File: src/rtl/iir_pkg.sv
package iir_pkg;
  localparam int unsigned FF_TAPS = 3;
  localparam int unsigned FB_TAPS = 2;
  localparam int unsigned GUARD_W = 3;

  function automatic int unsigned max2(input int unsigned a, input int unsigned b);
    return (a > b) ? a : b;
  endfunction
endpackage

File: src/rtl/iir_clamp.sv
module iir_clamp #(
  parameter int unsigned IN_W  = 51,
  parameter int unsigned OUT_W = 38,
  parameter int unsigned SHIFT = 7
) (
  input  logic signed [IN_W-1:0]  acc,
  output logic signed [OUT_W-1:0] q
);
  localparam logic signed [IN_W-1:0] HI = {{(IN_W-OUT_W+1){1'b0}}, {(OUT_W-1){1'b1}}};
  localparam logic signed [IN_W-1:0] LO = {{(IN_W-OUT_W+1){1'b1}}, {(OUT_W-1){1'b0}}};

  logic signed [IN_W-1:0] scaled;

  always_comb begin
    scaled = acc >>> SHIFT;
    if (scaled > HI)      q = HI[OUT_W-1:0];
    else if (scaled < LO) q = LO[OUT_W-1:0];
    else                  q = scaled[OUT_W-1:0];
  end
endmodule

File: src/rtl/iir_biquad.sv
module iir_biquad
  import iir_pkg::*;
#(
  parameter int unsigned IN_W     = 18,
  parameter int unsigned OUT_W    = 24,
  parameter int unsigned COEF_W   = 10,
  parameter int unsigned IN_FRAC  = 0,
  parameter int unsigned OUT_FRAC = 14,
  parameter int unsigned CSHIFT   = 7,
  parameter logic signed [COEF_W-1:0] B0 = 10'sd16,
  parameter logic signed [COEF_W-1:0] B1 = 10'sd32,
  parameter logic signed [COEF_W-1:0] B2 = 10'sd16,
  parameter logic signed [COEF_W-1:0] A1 = -10'sd128,
  parameter logic signed [COEF_W-1:0] A2 = 10'sd32
) (
  input  logic                    clk,
  input  logic                    rst,
  input  logic                    en,
  input  logic signed [IN_W-1:0]  u,
  output logic signed [OUT_W-1:0] v
);
  localparam int unsigned ALIGN = OUT_FRAC - IN_FRAC;
  localparam int unsigned ACC_W = max2(IN_W + COEF_W + ALIGN, OUT_W + COEF_W) + GUARD_W;

  logic signed [IN_W-1:0]   u_d1, u_d2;
  logic signed [OUT_W-1:0]  v_d1, v_d2;
  logic signed [IN_W-1:0]   ff_in  [FF_TAPS];
  logic signed [COEF_W-1:0] ff_c   [FF_TAPS];
  logic signed [OUT_W-1:0]  fb_in  [FB_TAPS];
  logic signed [COEF_W-1:0] fb_c   [FB_TAPS];
  logic signed [ACC_W-1:0]  ff_p   [FF_TAPS];
  logic signed [ACC_W-1:0]  fb_p   [FB_TAPS];
  logic signed [ACC_W-1:0]  ff_sum, acc;
  logic signed [OUT_W-1:0]  v_next;

  assign ff_in[0] = u;    assign ff_c[0] = B0;
  assign ff_in[1] = u_d1; assign ff_c[1] = B1;
  assign ff_in[2] = u_d2; assign ff_c[2] = B2;
  assign fb_in[0] = v_d1; assign fb_c[0] = A1;
  assign fb_in[1] = v_d2; assign fb_c[1] = A2;

  for (genvar i = 0; i < FF_TAPS; i++) begin : g_ff
    assign ff_p[i] = ACC_W'(ff_c[i]) * ACC_W'(ff_in[i]);
  end
  for (genvar j = 0; j < FB_TAPS; j++) begin : g_fb
    assign fb_p[j] = ACC_W'(fb_c[j]) * ACC_W'(fb_in[j]);
  end

  always_comb begin
    ff_sum = '0;
    for (int i = 0; i < FF_TAPS; i++) ff_sum = ff_sum + ff_p[i];
    acc = ff_sum <<< ALIGN;
    for (int j = 0; j < FB_TAPS; j++) acc = acc - fb_p[j];
  end

  iir_clamp #(.IN_W(ACC_W), .OUT_W(OUT_W), .SHIFT(CSHIFT)) u_clamp (
    .acc (acc),
    .q   (v_next)
  );

  always_ff @(posedge clk) begin
    if (rst) begin
      u_d1 <= '0;
      u_d2 <= '0;
      v_d1 <= '0;
      v_d2 <= '0;
    end else if (en) begin
      u_d1 <= u;
      u_d2 <= u_d1;
      v_d1 <= v_next;
      v_d2 <= v_d1;
    end
  end

  assign v = v_d1;
endmodule

File: src/rtl/iir_cascade.sv
module iir_cascade #(
  parameter int unsigned X_W    = 13,
  parameter int unsigned MUL_W  = 18,
  parameter int unsigned COEF_W = 10,
  parameter int unsigned CSHIFT = 7,
  parameter int unsigned FRAC_W = 14,
  parameter int unsigned MID_W  = 24,
  parameter int unsigned RES_W  = 38,
  parameter logic signed [COEF_W-1:0] S1_B0 = 10'sd16,
  parameter logic signed [COEF_W-1:0] S1_B1 = 10'sd32,
  parameter logic signed [COEF_W-1:0] S1_B2 = 10'sd16,
  parameter logic signed [COEF_W-1:0] S1_A1 = -10'sd128,
  parameter logic signed [COEF_W-1:0] S1_A2 = 10'sd32,
  parameter logic signed [COEF_W-1:0] S2_B0 = 10'sd32,
  parameter logic signed [COEF_W-1:0] S2_B1 = 10'sd64,
  parameter logic signed [COEF_W-1:0] S2_B2 = 10'sd32,
  parameter logic signed [COEF_W-1:0] S2_A1 = -10'sd64,
  parameter logic signed [COEF_W-1:0] S2_A2 = 10'sd16
) (
  input  logic             clk,
  input  logic             rst,
  input  logic             clken,
  input  logic [X_W-1:0]   x,
  output logic [RES_W-1:0] result
);
  localparam int unsigned EXT_W = MUL_W - X_W;

  logic signed [MUL_W-1:0] x_ext;
  logic signed [MID_W-1:0] s1_y;
  logic signed [RES_W-1:0] s2_y;

  // widen the integer sample to the multiplier operand width
  assign x_ext = {{EXT_W{x[X_W-1]}}, x};

  iir_biquad #(
    .IN_W(MUL_W), .OUT_W(MID_W), .COEF_W(COEF_W),
    .IN_FRAC(0), .OUT_FRAC(FRAC_W), .CSHIFT(CSHIFT),
    .B0(S1_B0), .B1(S1_B1), .B2(S1_B2), .A1(S1_A1), .A2(S1_A2)
  ) u_sec1 (
    .clk(clk), .rst(rst), .en(clken), .u(x_ext), .v(s1_y)
  );

  // registered first-section output is the second section's input
  iir_biquad #(
    .IN_W(MID_W), .OUT_W(RES_W), .COEF_W(COEF_W),
    .IN_FRAC(FRAC_W), .OUT_FRAC(FRAC_W), .CSHIFT(CSHIFT),
    .B0(S2_B0), .B1(S2_B1), .B2(S2_B2), .A1(S2_A1), .A2(S2_A2)
  ) u_sec2 (
    .clk(clk), .rst(rst), .en(clken), .u(s1_y), .v(s2_y)
  );

  assign result = s2_y;
endmodule

File: config.mk
export PLATFORM = sky130hd
export DESIGN_NAME = iir_cascade
export DESIGN_NICKNAME = d
export VERILOG_FILES = /design/src/rtl/iir_pkg.sv /design/src/rtl/iir_clamp.sv /design/src/rtl/iir_biquad.sv /design/src/rtl/iir_cascade.sv
export SDC_FILE = /design/constraint.sdc
export NUM_CORES = 1
export LEC_CHECK = 0
export BUFFER_PORTS_ARGS = -buffer_cell sky130_fd_sc_hd__buf_2
export CELL_PAD_IN_SITES_DETAIL_PLACEMENT = 0
export CELL_PAD_IN_SITES_GLOBAL_PLACEMENT = 2
export CORE_UTILIZATION = 43
export CTS_BUF_LIST = sky130_fd_sc_hd__clkbuf_4 sky130_fd_sc_hd__clkbuf_8 sky130_fd_sc_hd__clkbuf_16
export DETAILED_ROUTE_END_ITERATION = 16
export PLACE_DENSITY = 0.85
export SETUP_SLACK_MARGIN = 0.1
export SYNTH_ARGS = -nofsm -noshare
export SYNTH_HDL_FRONTEND = slang
export SYNTH_SLANG_ARGS = --single-unit
File: constraint.sdc
create_clock -name clk -period 16.1 [get_ports clk]
set_clock_uncertainty 0.2 [all_clocks]
set_input_delay 0.805 -clock clk [delete_from_list [all_inputs] [get_ports clk]]
set_output_delay 0.805 -clock clk [all_outputs]
set_load 0.02 [all_outputs]
Word level (Yosys, flattened, before mapping)
Cells that the tools add are included.

operators by class
  $lt $le $gt $ge = 4
  multiplexer cells = 4
  add/sub/neg operators = 10

operators by type and width
  kind                    number
  $mux W38                2
  $sub A51 B42 Y51        1
  $sub A51 B51 Y51        1
  $mux W24                2
  $neg A38 Y45            1
  $sub A45 B29 Y45        1
  $sub A45 B45 Y45        1
  $gt A44 B38 Y1 const B  1
  $lt A44 B38 Y1 const B  1
  $gt A38 B24 Y1 const B  1
  $lt A38 B24 Y1 const B  1
  $neg A24 Y38            1
  $add A31 B29 Y32        1
  $add A29 B30 Y31        1
  $add A19 B17 Y20        1
  $add A17 B18 Y19        1

storage, ports and cells
  bits in registers = 174
  logic and storage cells = 25
  input bits = 16

Logic depth before layout (Yosys ltp)
  depth in word-level cells = 7
  gate-level depth with buffers = 28

Modules after synthesis
From an unflattened synthesis, not the netlist that was laid out.

second synthesis, totals
  cells, all modules = 2284
  area, all modules = 20124.3 um^2

by module, submodules not included
  module                      instances  seq. area each (um^2)  area an instance (um^2)  cells each
  iir_biquad (u_sec2)         1          2482.4                 11282.1                  1267
  iir_biquad (u_sec1)         1          1681.6                 7623.6                   881
  iir_clamp (u_sec2.u_clamp)  1          0.0                    918.4                    98
  iir_clamp (u_sec1.u_clamp)  1          0.0                    300.3                    38

Least setup slack after synthesis
No wires, ideal clock.

  path kind = flip-flop to flip-flop
  from = register, netlist name u_sec1.v_d2[23]
  to = register u_sec2.v_d1[11] (netlist: u_sec2.v[11])
  library setup time = 136 ps
  path buffers = 2
  setup slack = 8386 ps
  required time = 15764 ps
  clock period less this slack = 7714 ps
  stages on the path, launching flop included = 21
  data arrival time = 7377 ps
  cells stage by stage = dfxtp_1 fa_1 ha_1 and3_1 nand3b_1 a21oi_1 fa_1 inv_1 ha_1 clkbuf_1 a21o_1 a21o_1 a21oi_1 o21ai_0 a2111oi_0 o311ai_0 o211ai_1 xnor3_2 a41oi_4 buf_6 o32ai_1

RTL lines
  element               RTL line          text
  to (signal assigned)  iir_biquad.sv:70  v_d1 <= v_next;
  to (decl)             iir_biquad.sv:26  logic signed [OUT_W-1:0] v_d1, v_d2;

==> impl_metrics.json <==
{
  "register_area_um2": 3483,
  "cts_tree": "built",
  "cts_made_buffers": 17,
  "critPathMostFrequentCell": "fa_1",
  "slew_headroom_pct": 8.722,
  "syn_inst": 2190,
  "critPathArrivalTime_ns": 8.65,
  "multi_input_area_um2": 13230,
  "grt_pass1_vias": 14740,
  "slew_viol_final": 0,
  "start_util_pct": 43.71,
  "h-tree-depth": 4,
  "r2r_end": "u_sec2.v[5]",
  "place_congestion": 0.8835,
  "min_from": "u_sec1.u_d2[7]",
  "synth-edff-count": 0,
  "holdPathEnd": "u_sec1.u_d2[7]",
  "grt_max_degree": 109,
  "antenna_found_initial": 1,
  "root_buffer": "clkbuf_16",
  "yosysSeqAreaShare_pct": 19.43,
  "grtUsageTotal_pct": 23.19,
  "cap_violations": 0,
  "firstDrtPassIters": 11,
  "cts.path.max_buffers": 2,
  "synth_common_cells": "nor2_1, inv_1, dfxtp_1",
  "nets": 2441,
  "fin_ws_ns": 7.523,
  "diodes": 0,
  "cpMaxStageDelayCell": "a41oi_4",
  "ant_nets": 0,
  "instances_no_fill": 2717,
  "rsz0062_at_grt": "no",
  "finalCriticalPeriod_ns": 8.577,
  "synth_area_leaders": "dfxtp_1, fa_1, ha_1, mux2i_1, nor2_1",
  "yosysMostFrequentCell": "nor2_1",
  "synthFlopType": "dfxtp_1",
  "num_vias": 15200,
  "cp-start-kind": "register",
  "yosysTopAreaCellShare_pct": 19.43,
  "ff2ff_path_depth": 24,
  "area_growth_pct": 6.832,
  "max_slew.worst_pin.slew_ns": 1.365,
  "cts_hold_buffers": 0,
  "violations": "DRC",
  "hold_path_depth": 2,
  "regToRegSetupSlack_ns": 7.52,
  "insertion_delay_ns": 0.46,
  "fp.coreArea_um2": 41020,
  "chipWidth_um": 206.2,
  "holdCritPathClass": "register to register",
  "drt_iter0_drc": 933,
  "io_buffers": 53,
  "routed_via_density": 5.594,
  "post_drt_wl_per_cell_um": 17.70,
  "crit_chain": "fa_1, ha_1, fa_1, a21o_1, a21oi_1, o21bai_1, a21o_1, a21oi_1, o21ai_0, a211oi_1, nor2_1, a311oi_1, xor2_1, fa_1, inv_1, ha_1, nand2_1, nor4_1, o311ai_0, and3b_1, nor4b_1, nor4_1, a41oi_4, o32ai_1",
  "synthesis.nets": 2459,
  "critPathMaxFanout": 36,
  "synth.avg_cell_area_um2": 8.187,
  "fillCellCount": 4091,
  "routed_wirelength_um": 48090,
  "drive_above_1_share_pct": 6.224,
  "clock_sinks": 174,
  "final.setup.tns_ns": 0,
  "cts_setup_buffers": 0,
  "outcome": "finished with violations",
  "synth_area_um2": 17930,
  "rows": 74,
  "path_clk_slew_ns": 0.08,
  "overflow": 0,
  "endpoint_kind": "register",
  "ys_warn_count": 0,
  "grt_pass1_wl_um": 78460,
  "ys_async_sr_fraction_pct": 0,
  "setup-violations-final": 0,
  "path_class": "register to register",
  "fin_crit_sh_pct": 53.27,
  "synth_top_area_cell": "dfxtp_1",
  "cp-startpoint": "u_sec1.v_d2[0]",
  "hold_viol": 0,
  "die_h_um": 206.2,
  "fp.dieArea_um2": 42520,
  "timing.fmax_mhz": 116.6,
  "cts-resized-gates": 0,
  "drc": 9,
  "ios": 54,
  "r2r_start": "u_sec1.v_d2[0]",
  "ys_seq_elements": 174,
  "placed_cells": 2685,
  "cp.required_ns": 16.18,
  "post-place-ws_ns": 7.446,
  "slowest_delay_ns": 1.12,
  "dpl.hpwl_um": 37230,
  "ys_types": 76
}
registers in the layout, indices dropped and copies added, names as in the netlist:
name and flops:
u_sec1.v_d2 24, u_sec2.u_d2 24, u_sec1.v 24, u_sec1.u_d1 13
u_sec2.v 38, u_sec2.v_d2 38, u_sec1.u_d2 13
metrics by stage:
step | hold WS [ns] | area (um2) | utilization [%]
finish | 0.2981 | 19150 | 46.70
detailed placement | 0.2810 | 18570 | 45.28
global placement | 0.2756 | 18570 | 45.28
floorplan | 0.2604 | 17930 | -
global route | 0.3446 | 19150 | 46.70
CTS | 0.3027 | 19150 | 46.70
worst max-delay path by stage:
stage | cells after the start | endpoint | slack (ns)
floorplan | 20 | u_sec2.v[11] | 8.39
global placement | 24 | u_sec2.v[5] | 7.54
detailed placement | 24 | u_sec2.v[5] | 7.45
CTS | 24 | u_sec2.v[5] | 7.41
global route | 24 | u_sec2.v[5] | 7.07
finish | 24 | u_sec2.v[5] | 7.52
area by class of cell:
type	count	share of cell area [%]
Multi-Input combinational cell	1699	69.05
Inverter	210	4.115
Clock inverter	15	0.8230
Tap cell	532	3.475
Clock buffer	17	2.221
Sequential cell	174	18.19
Timing Repair Buffer	70	2.129
placed cells by master, fill, tap and decap left out, drive strengths merged, types with 17 or more instances in the layout:
cell | netlist | layout
xor2 | 72 | 72
or3 | 48 | 48
fa | 109 | 109
xnor2 | 86 | 86
a21o | 59 | 59
mux2i | 117 | 117
nor3 | 35 | 35
nand3 | 28 | 28
a21oi | 141 | 141
nand2b | 19 | 19
buf | 14 | 69
o21bai | 40 | 40
inv | 210 | 220
nand4 | 48 | 48
dfxtp | 174 | 174
nor4 | 25 | 25
o211ai | 17 | 17
clkbuf | 93 | 18
ha | 144 | 144
nand2 | 125 | 125
o21ai | 78 | 78
o32ai | 38 | 38
nor2 | 246 | 246
o21a | 20 | 20
a31oi | 38 | 38
kinds of logic after synthesis:
logic type,count (synthesis),synth area share (%)
XOR/XNOR,159,7.892
AND/OR/NAND/NOR,651,17.57
AO/OA/AOI/OAI,519,19.39
buffers and inverters,317,6.964
flip-flops,174,19.43
multiplexers,117,6.532
adder cells (fa/ha/maj),253,22.22
metal layers:
| layer | part of all wire [%] | vias up | global-route usage (%) |
|---|---|---|---|
| met5 | 0.035 | - | 0 |
| met4 | 1.1 | 2 | 5.147 |
| met3 | 2.4 | 34 | 2.144 |
| met2 | 46 | 192 | 37.73 |
| met1 | 51 | 7288 | 33.04 |
| li1 | - | 7682 | - |
critical path, delay by kind of cell, from the launching register on:
family | cells | cell delay (ns)
DFF | 1 | 0.48
AOI/OAI and AO/OA | 11 | 3.68
and+or+nand+nor | 6 | 1.78
adders and majority gates | 5 | 2.05
xor gates and xnor gates | 1 | 0.16
buffers and inverters | 1 | 0.04
Power is left out: the tool's default activity adds up to more than one toggle a clock period on the data nets, which glitch-free logic cannot reach.
